## config.mk

```make
export PLATFORM = sky130hd
export DESIGN_NAME = mux_wave_sequencer
export DESIGN_NICKNAME = d
export VERILOG_FILES = /design/src/rtl/wseq_pkg.sv /design/src/rtl/wseq_ctrl.sv /design/src/rtl/wseq_lane.sv /design/src/rtl/mux_wave_sequencer.sv
export SDC_FILE = /design/constraint.sdc
export NUM_CORES = 1
export LEC_CHECK = 0
export ABC_CLOCK_PERIOD_IN_PS = 2300
export BUFFER_PORTS_ARGS = -buffer_cell sky130_fd_sc_hd__buf_2
export CORE_MARGIN = 3
export CORE_UTILIZATION = 50
export DETAILED_ROUTE_END_ITERATION = 6
export PLACE_DENSITY = 0.88
export REMOVE_ABC_BUFFERS = 1
export SYNTH_ARGS = -nofsm -noshare
export SYNTH_HDL_FRONTEND = slang
export SYNTH_HIERARCHICAL = 1
export SYNTH_SLANG_ARGS = --single-unit
```

## constraint.sdc

```tcl
create_clock -name clk -period 2.3 [get_ports clk]
set_input_delay 0.115 -clock clk [delete_from_list [all_inputs] [get_ports clk]]
set_output_delay 0.115 -clock clk [all_outputs]
set_load 0.02 [all_outputs]
```

## src/rtl/wseq_pkg.sv

```systemverilog
package wseq_pkg;
  function automatic int unsigned bits_for(input int unsigned n);
    return (n <= 1) ? 1 : $clog2(n);
  endfunction
endpackage

```

## src/rtl/wseq_ctrl.sv

```systemverilog
module wseq_ctrl
  import wseq_pkg::*;
#(
  parameter int unsigned MUX_IN      = 8,
  parameter int unsigned MUX_PER_SET = 2,
  parameter int unsigned WINDOW      = 1024,
  localparam int unsigned SELW = bits_for(MUX_IN),
  localparam int unsigned PHW  = bits_for(MUX_PER_SET),
  localparam int unsigned IDXW = bits_for(WINDOW)
) (
  input  logic            clk,
  input  logic            rst,
  input  logic            start,
  input  logic            adc_stb,
  output logic            take,
  output logic [SELW-1:0] sel,
  output logic [PHW-1:0]  phase,
  output logic            out_valid,
  output logic [IDXW-1:0] out_idx,
  output logic            done
);
  logic            active;
  logic [IDXW-1:0] idx;
  logic            ph_end, sel_end, idx_end, last;

  assign take    = adc_stb & active & ~start;
  assign ph_end  = (phase == PHW'(MUX_PER_SET - 1));
  assign sel_end = (sel == SELW'(MUX_IN - 1));
  assign idx_end = (idx == IDXW'(WINDOW - 1));
  assign last    = ph_end & sel_end & idx_end;

  always_ff @(posedge clk) begin
    if (rst) begin
      active    <= 1'b0;
      phase     <= '0;
      sel       <= '0;
      idx       <= '0;
      out_valid <= 1'b0;
      out_idx   <= '0;
      done      <= 1'b0;
    end else begin
      out_valid <= take;
      done      <= take & last;
      if (take) out_idx <= idx;
      if (start) begin
        active <= 1'b1;
        phase  <= '0;
        sel    <= '0;
        idx    <= '0;
      end else if (take) begin
        if (last) begin
          active <= 1'b0;
          phase  <= '0;
          sel    <= '0;
          idx    <= '0;
        end else if (!ph_end) begin
          phase <= phase + 1'b1;
        end else begin
          phase <= '0;
          if (!sel_end) begin
            sel <= sel + 1'b1;
          end else begin
            sel <= '0;
            idx <= idx + 1'b1;
          end
        end
      end
    end
  end


  done_with_last_chk: assert property (@(posedge clk) disable iff (rst)
    done |-> (out_valid && out_idx == IDXW'(WINDOW - 1)));

  idle_after_done_chk: assert property (@(posedge clk) disable iff (rst)
    done |=> !out_valid);

  valid_pulse_chk: assert property (@(posedge clk) disable iff (rst)
    !take |=> !out_valid);

  start_clear_chk: assert property (@(posedge clk) disable iff (rst)
    start |=> (sel == '0 && phase == '0 && idx == '0 && !out_valid));

  idx_hold_chk: assert property (@(posedge clk) disable iff (rst)
    (take && !(ph_end && sel_end)) |=> $stable(idx));

  sel_step_chk: assert property (@(posedge clk) disable iff (rst)
    (take && ph_end && !sel_end) |=> (sel == $past(sel) + 1'b1 && phase == '0));
endmodule

```

## src/rtl/wseq_lane.sv

```systemverilog
module wseq_lane
  import wseq_pkg::*;
#(
  parameter int unsigned SET         = 0,
  parameter int unsigned W           = 10,
  parameter int unsigned MUX_IN      = 8,
  parameter int unsigned MUX_PER_SET = 2,
  parameter int unsigned CHW         = 5,
  localparam int unsigned SELW   = bits_for(MUX_IN),
  localparam int unsigned PHW    = bits_for(MUX_PER_SET),
  localparam int unsigned PERSET = MUX_IN * MUX_PER_SET,
  localparam int unsigned BASE   = SET * PERSET
) (
  input  logic            clk,
  input  logic            rst,
  input  logic            take,
  input  logic            vld,
  input  logic [SELW-1:0] sel,
  input  logic [PHW-1:0]  phase,
  input  logic [W-1:0]    din,
  output logic [CHW-1:0]  chan_q,
  output logic [W-1:0]    data_q
);
  logic [CHW-1:0] chan_n;
  assign chan_n = CHW'(BASE + int'(phase) * MUX_IN + int'(sel));

  always_ff @(posedge clk) begin
    if (rst) begin
      chan_q <= '0;
      data_q <= '0;
    end else if (take) begin
      chan_q <= chan_n;
      data_q <= din;
    end
  end


  chan_range_chk: assert property (@(posedge clk) disable iff (rst)
    vld |-> (int'(chan_q) >= BASE && int'(chan_q) < BASE + PERSET));
endmodule

```

## src/rtl/mux_wave_sequencer.sv

```systemverilog
module mux_wave_sequencer
  import wseq_pkg::*;
#(
  parameter int unsigned W           = 10,
  parameter int unsigned MUX_IN      = 8,
  parameter int unsigned MUX_PER_SET = 2,
  parameter int unsigned NSETS       = 2,
  parameter int unsigned WINDOW      = 1024,
  localparam int unsigned SELW = bits_for(MUX_IN),
  localparam int unsigned PHW  = bits_for(MUX_PER_SET),
  localparam int unsigned IDXW = bits_for(WINDOW),
  localparam int unsigned CHW  = bits_for(NSETS * MUX_PER_SET * MUX_IN)
) (
  input  logic               clk,
  input  logic               rst,
  input  logic               start,
  input  logic               adc_stb,
  input  logic [NSETS*W-1:0] adc_data,
  output logic [SELW-1:0]    mux_sel,
  output logic [PHW-1:0]     mux_phase,
  output logic               out_valid,
  output logic [IDXW-1:0]    out_idx,
  output logic [NSETS*CHW-1:0] out_chan,
  output logic [NSETS*W-1:0] out_data,
  output logic               done
);
  logic take;

  wseq_ctrl #(.MUX_IN(MUX_IN), .MUX_PER_SET(MUX_PER_SET), .WINDOW(WINDOW)) ctrl_i (
    .clk(clk), .rst(rst), .start(start), .adc_stb(adc_stb), .take(take),
    .sel(mux_sel), .phase(mux_phase), .out_valid(out_valid),
    .out_idx(out_idx), .done(done)
  );

  for (genvar s = 0; s < NSETS; s++) begin : g_lane
    wseq_lane #(.SET(s), .W(W), .MUX_IN(MUX_IN), .MUX_PER_SET(MUX_PER_SET),
                .CHW(CHW)) lane_i (
      .clk(clk), .rst(rst), .take(take), .vld(out_valid),
      .sel(mux_sel), .phase(mux_phase),
      .din(adc_data[s*W +: W]),
      .chan_q(out_chan[s*CHW +: CHW]),
      .data_q(out_data[s*W +: W])
    );
  end
endmodule

```

==> results.cfg, run 1 <==
[run_status]
status = finished, final reports clean

[cells_and_area]
fin_cells = 343
n_antenna_cell = 0
syn2layout_area_growth_pct = 20.85
utilization_pct = 63.53
postLayoutCellArea_um2 = 2596
drive_gt1_share_pct = 29.35
fillers = 362
final_nets = 319

[sta]
period_needed_ns = 2.050
skew_ns = 0.007171
clock.fmax_mhz = 487.7
setup-tns-final_ns = 0
relSlewSlack_pct = 63.19
rsz0062_at_grt = false
hold_viol = 0
worst_pin_slew_ns = 0.5472
setup_viol = 0
fin_ws_ns = 0.2495
whs_ns = 0.03400
slew_viol_final = 0
finalCritPeriodShare_pct = 89.15

[setup_path]
crit_fanout = 6
end_kind = flip-flop
path_class = reg -> reg
start_kind = flip-flop
worstPathRequired_ns = 2.55
critPathArrivalTime_ns = 2.30

[synth]
synth-seq-cells = 56
synth_compound_area_share_pct = 4.601
syn_avg_cell_area_um2 = 9.634
yosysSeqAreaShare_pct = 52.18
synth_area_leaders = dfxtp_1, mux2i_1, nor2_1
ys_warn_count = 6
synth-adder-area-share_pct = 1.747
synth_edf_count = 0
synth.distinct_cells = 32
muxShareOfSynthArea_pct = 13.05
syn_inst = 223
synth-simple-area-share_pct = 20.50
synth_ff_type = dfxtp_1
synth.top_cell.area_share_pct = 52.18
async_reset_ff_share_pct = 0
synth_top_family_by_area = simple AND/OR/NAND/NOR gates
synth_area_leader_cell = dfxtp_1
synth_xor_area_share_pct = 2.854
synth_area_um2 = 2148

[clock_tree]
cts_hold_buf = 0
postCtsSetupBuffers = 0
h-tree-depth = 2
clock_latency_ns = 0.31
cts.clk_slew.worst_paths_ns = 0.09
cts-root-buf = clkbuf_8
cts.repair.resized = 0
cts_buffer_depth = 2
cts_tree = done
cts_num_sinks = 56
cts_buffers = 5

[grt]
grtUsageTotal_pct = 17.92
grt-ovfl-total = 0
antenna_found_initial = 0
grt_pass1_wl_um = 7327
grt_max_degree = 39
grt_pass1_vias = 1710

[detailed_routing]
drtIter0Drc = 72
wl_per_cell_um = 12.96
num_vias = 1771
drt-pass1-iter-count = 4
wirelength_um = 4445
vias_per_cell = 5.163
ant_nets = 0
drc = 0

[die]
num_rows = 23
core_area_um2 = 4086
die_area_um2 = 5119
start_util_pct = 52.57
io_pins = 70
dieHeight_um = 71.55
die_x_um = 71.55

[power_and_ir_drop]
power.density_nw_per_um2 = 631.8
power_mw = 1.640
peakVddDrop_v = 0.0003960
p_leak_nw = 1.111

[worst_hold_path]
hp-class = in -> reg

[placed_design]
place_congestion = 0.8423
placed_cell_area_um2 = 2504
portBuffers = 68
dpl.hpwl_um = 3156
post-place-cells = 335
post-place-ws_ns = 0.2859

[flow_run]
max-cap-violations = 0
[sequential cells by signal, indices dropped and copies added, names as in the netlist]
name                  cells
ctrl_i/sel                3
ctrl_i/active             1
ctrl_i/phase              1
ctrl_i/out_idx           10
g_lane.lane_i/chan_q      9
ctrl_i/out_valid          1
g_lane.lane_i/data_q     20
ctrl_i/idx               10
ctrl_i/done               1
[Yosys cell counts, drive strengths merged, types with 2 or more instances]
library cell / instances
buf: 8
nand3: 4
nand4b: 2
nor3: 4
xor2: 2
ha: 3
or3: 2
o21ai: 4
xnor2: 5
nor4: 4
dfxtp: 56
clkbuf: 3
mux2i: 28
nor2: 43
nand4: 5
inv: 2
nand2: 25
a21oi: 14
[final timing paths]
check	startpoint	end	slack [ns]	cells past startpoint
worst max-delay path	ctrl_i/sel[0]$_SDFFE_PP0P_	ctrl_i/idx[7]$_SDFFE_PP0P_	0.25	6
worst min-delay path	adc_data[15]	g_lane[1].lane_i/data_q[5]$_SDFFE_PP0P_	0.03	3
worst max register to register	ctrl_i/sel[0]$_SDFFE_PP0P_	ctrl_i/idx[7]$_SDFFE_PP0P_	0.25	6
worst min register to register	ctrl_i/out_idx[4]$_SDFFE_PP0P_	ctrl_i/out_idx[4]$_SDFFE_PP0P_	0.46	2
[layer usage]
layer  up-vias  GRT usage (%)  share of wire, %
met2        64          31.43                50
met1       808          19.86                41
met4         0          9.395               1.7
met5         -              0                 0
li1        889              -                 -
met3        10          4.488               7.5
[logic make-up after synthesis]
logic type      after synthesis
simple gates                 96
flops                        56
mux                          28
compound gates               19
buf+inv                      13
xor+xnor                      7
fa+ha+maj                     3
other cells                   1
[area by class of cell]
type                            count  area (um^2)  area share, %
Clock buffer                        6        82.58          3.181
Multi-Input combinational cell    154        922.1          35.52
Inverter                            2        7.507         0.2892
Clock inverter                      2        10.01         0.3855
Sequential cell                    56         1121          43.18
Tap cell                           50        62.56          2.410
Timing Repair Buffer               73        390.4          15.04
[worst max-delay path, stage by stage, from the launching register on]
cell and delay (ns):
dfxtp_1 0.43, ha_1 0.19, ha_1 0.17, nand4_2 0.17
or4_4 0.55, or3_1 0.34, a21oi_1 0.15
[report_power, final]
| group | switching, mW | total, mW | internal [mW] |
|---|---|---|---|
| clock network | 0.305 | 0.545 | 0.241 |
| logic | 0.0645 | 0.107 | 0.0430 |
| registers | 0.00618 | 0.988 | 0.981 |
| total | 0.375 | 1.64 | 1.27 |
[layout by cell type (no fill, tap or decap), drive strengths merged, types with 3 or more instances in the layout]
cell type | synthesis | final
xnor2 | 5 | 5
buf | 8 | 73
nor3 | 4 | 4
clkbuf | 3 | 6
dfxtp | 56 | 56
nor2 | 43 | 43
ha | 3 | 3
nand2 | 25 | 25
mux2i | 28 | 28
a21oi | 14 | 14
nor4 | 4 | 4
nand4 | 5 | 5
nand3 | 4 | 4
o21ai | 4 | 4
No activity file was read; power rests on OpenSTA's default activity.
==> inputs of run 2 (changes only) <==
--- a/config.mk
+++ b/config.mk
@@ -5,10 +5,11 @@
 export SDC_FILE = /design/constraint.sdc
 export NUM_CORES = 1
 export LEC_CHECK = 0
+export ABC_AREA = 1
 export ABC_CLOCK_PERIOD_IN_PS = 2300
 export BUFFER_PORTS_ARGS = -buffer_cell sky130_fd_sc_hd__buf_2
 export CORE_MARGIN = 3
-export CORE_UTILIZATION = 50
+export CORE_UTILIZATION = 51
 export DETAILED_ROUTE_END_ITERATION = 6
 export PLACE_DENSITY = 0.88
 export REMOVE_ABC_BUFFERS = 1
==> results.cfg, run 2 <==
[detailed_routing]
wirelength_um = 4765
vias_per_cell = 4.648
drt-pass1-iter-count = 4
wl_per_cell_um = 10.40
num_vias = 2129
drtIter0Drc = 102
drc = 0
ant_nets = 0

[synth]
synth_edf_count = 0
synth_top_family_by_area = simple AND/OR/NAND/NOR gates
syn_inst = 339
synth-simple-area-share_pct = 33.07
synth_area_leaders = dfxtp_1, nor2_1, nand2_1
synth_compound_area_share_pct = 5.177
synth-seq-cells = 56
syn_avg_cell_area_um2 = 6.987
synth_area_leader_cell = dfxtp_1
synth_ff_type = dfxtp_1
synth.top_cell.area_share_pct = 47.33
synth-adder-area-share_pct = 1.585
synth_xor_area_share_pct = 1.479
synth_most_common_cell = nor2_1
synth_commonest_cells = nor2_1, nand2_1, dfxtp_1, inv_1, o21ai_0
synth_area_um2 = 2369
synth.distinct_cells = 23
async_reset_ff_share_pct = 0
muxShareOfSynthArea_pct = 0
ys_warn_count = 6
yosysSeqAreaShare_pct = 47.33

[worst_hold_path]
min_from = rst
hp-class = in -> reg
holdPathStages = 2
whs_endpoint = g_lane[1].lane_i/chan_q[4]$_SDFFE_PP0P_

[cells_and_area]
largest-register = g_lane.lane_i/data_q
n_antenna_cell = 0
fin_cells = 458
utilization_pct = 63.89
syn2layout_area_growth_pct = 19.07
final_nets = 432
largest_reg_flops = 20
final_common_cell = nor2_1
most-common-layout-cells = nor2_1, nand2_1, buf_2, dfxtp_1, inv_1
drive_gt1_share_pct = 20.44
reg_top3 = g_lane.lane_i/data_q (20), ctrl_i/idx (10), ctrl_i/out_idx (10)

[setup_path]
ff2ff_setup_slack_ns = 0.62
crit_fanout = 6
r2r-start = ctrl_i/sel[0]$_SDFFE_PP0P_
worstPathRequired_ns = 2.51
critPathMaxStageDelay_ns = 0.43
r2r_cells = 9
worst_path_max_delay_cell = dfxtp_1
end_kind = flip-flop
start_kind = flip-flop
path_class = reg -> reg
cp_common_cell = nand2_1
crit_chain = ha_1 > ha_1 > nand2_1 > inv_1 > nand2_2 > nor3_2 > nand2_1 > nand2_1 > nor2_1
r2r_end = ctrl_i/idx[8]$_SDFFE_PP0P_
critPathArrivalTime_ns = 1.88

[grt]
grt_pass1_wl_um = 7831
grt_pass1_vias = 1844
antenna_found_initial = 0
grtUsageTotal_pct = 17.84
grt_use_met2_pct = 31.20
grtUsageMet3_pct = 4.730
grt_max_degree = 53
grt_util_met1_pct = 20.70
busiest_layer = met2
grt-ovfl-total = 0

[sta]
rsz0062_at_grt = false
hold_viol = 0
period_needed_ns = 1.676
setup_viol = 0
worst_pin_slew_ns = 0.5420
relSlewSlack_pct = 63.78
finalCritPeriodShare_pct = 72.87
clock.fmax_mhz = 596.7
skew_ns = 0.005738
slew_viol_final = 0
setup-tns-final_ns = 0

[clock_tree]
cts-root-buf = clkbuf_8
cts.repair.resized = 0
cts.clk_slew.worst_paths_ns = 0.09
h-tree-depth = 2
clock_latency_ns = 0.31
cts_tree = done
cts_buffers = 5
cts_num_sinks = 56
postCtsSetupBuffers = 0
cts_hold_buf = 0
cts_buffer_depth = 2

[run_status]
status = finished, final reports clean

[placed_design]
dpl.hpwl_um = 3431
post-place-cells = 450
portBuffers = 68
place_congestion = 0.8197

[die]
num_rows = 24
dieHeight_um = 74.15
die_x_um = 74.15
io_pins = 70
start_util_pct = 53.66
core_area_um2 = 4414
die_area_um2 = 5498

[power_and_ir_drop]
power_mw = 1.836
peakVddDrop_v = 0.0002922
p_leak_nw = 1.395
power.density_nw_per_um2 = 651.1

[flow_run]
max-cap-violations = 0
run 2: cell families (layout without fill, tap and decap cells):
| kind of cell | Yosys count | after routing |
|---|---|---|
| DFF | 56 | 56 |
| buffers and inverters | 58 | 125 |
| AOI/OAI and AO/OA | 24 | 24 |
| adders and majority gates | 3 | 3 |
| xor gates and xnor gates | 4 | 4 |
| other | 1 | 1 |
| and+or+nand+nor | 193 | 193 |
run 2: worst max path at each step:
| stage | startpoint | depth (start not counted) | slack (ns) | end |
|---|---|---|---|---|
| after detailed placement | ctrl_i/sel[0]$_SDFFE_PP0P_ | 7 | 0.65 | ctrl_i/idx[5]$_SDFFE_PP0P_ |
| after CTS | ctrl_i/sel[0]$_SDFFE_PP0P_ | 7 | 0.61 | ctrl_i/idx[5]$_SDFFE_PP0P_ |
| after floorplan | ctrl_i/active$_SDFFE_PP0P_ | 7 | 0.39 | ctrl_i/idx[8]$_SDFFE_PP0P_ |
| final | ctrl_i/sel[0]$_SDFFE_PP0P_ | 9 | 0.62 | ctrl_i/idx[8]$_SDFFE_PP0P_ |
| after global placement | ctrl_i/sel[0]$_SDFFE_PP0P_ | 9 | 0.75 | ctrl_i/idx[8]$_SDFFE_PP0P_ |
| after global routing | ctrl_i/sel[1]$_SDFFE_PP0P_ | 9 | 0.44 | ctrl_i/idx[8]$_SDFFE_PP0P_ |
run 2: per-stage QoR:
step	cell area (um^2)	setup WS, ns	hold slack [ns]
5_1_grt	2820	0.4428	0.07646
3_3_place_gp	2709	0.7493	0.3941
6_report	2820	0.6241	0.07251
4_1_cts	2820	0.6061	0.06066
2_1_floorplan	2283	0.3900	0.1841
3_5_place_dp	2709	0.6516	0.3894
run 2: worst max-delay path, delay by kind of cell, from the launching register on:
kind                       cells  cell delay, ns
adders and majority gates      2            0.37
DFF                            1            0.43
and+or+nand+nor                6            0.64
buffers and inverters          1            0.13
run 2: layout make-up:
cell class	instances	area (um^2)
clock buffer	5	68.82
clock inverter	3	42.54
fill	393	1594
inverter	48	180.2
multi-input combinational	225	982.2
sequential	56	1121
tap	52	65.06
timing repair buffer	69	360.3
run 2: per-layer routing:
layer  wire length, um  share of wire (%)  up-vias
met3               380                8.0        6
met4                54                1.1        0
li1                  -                  -     1147
met1              2088                 44      915
met5                 0                  0        -
met2              2241                 47       61
run 2: report_power, final:
part | internal (mW) | switching, mW
clock network | 0.322 | 0.313
registers | 1.00 | 0.0146
logic | 0.0673 | 0.119
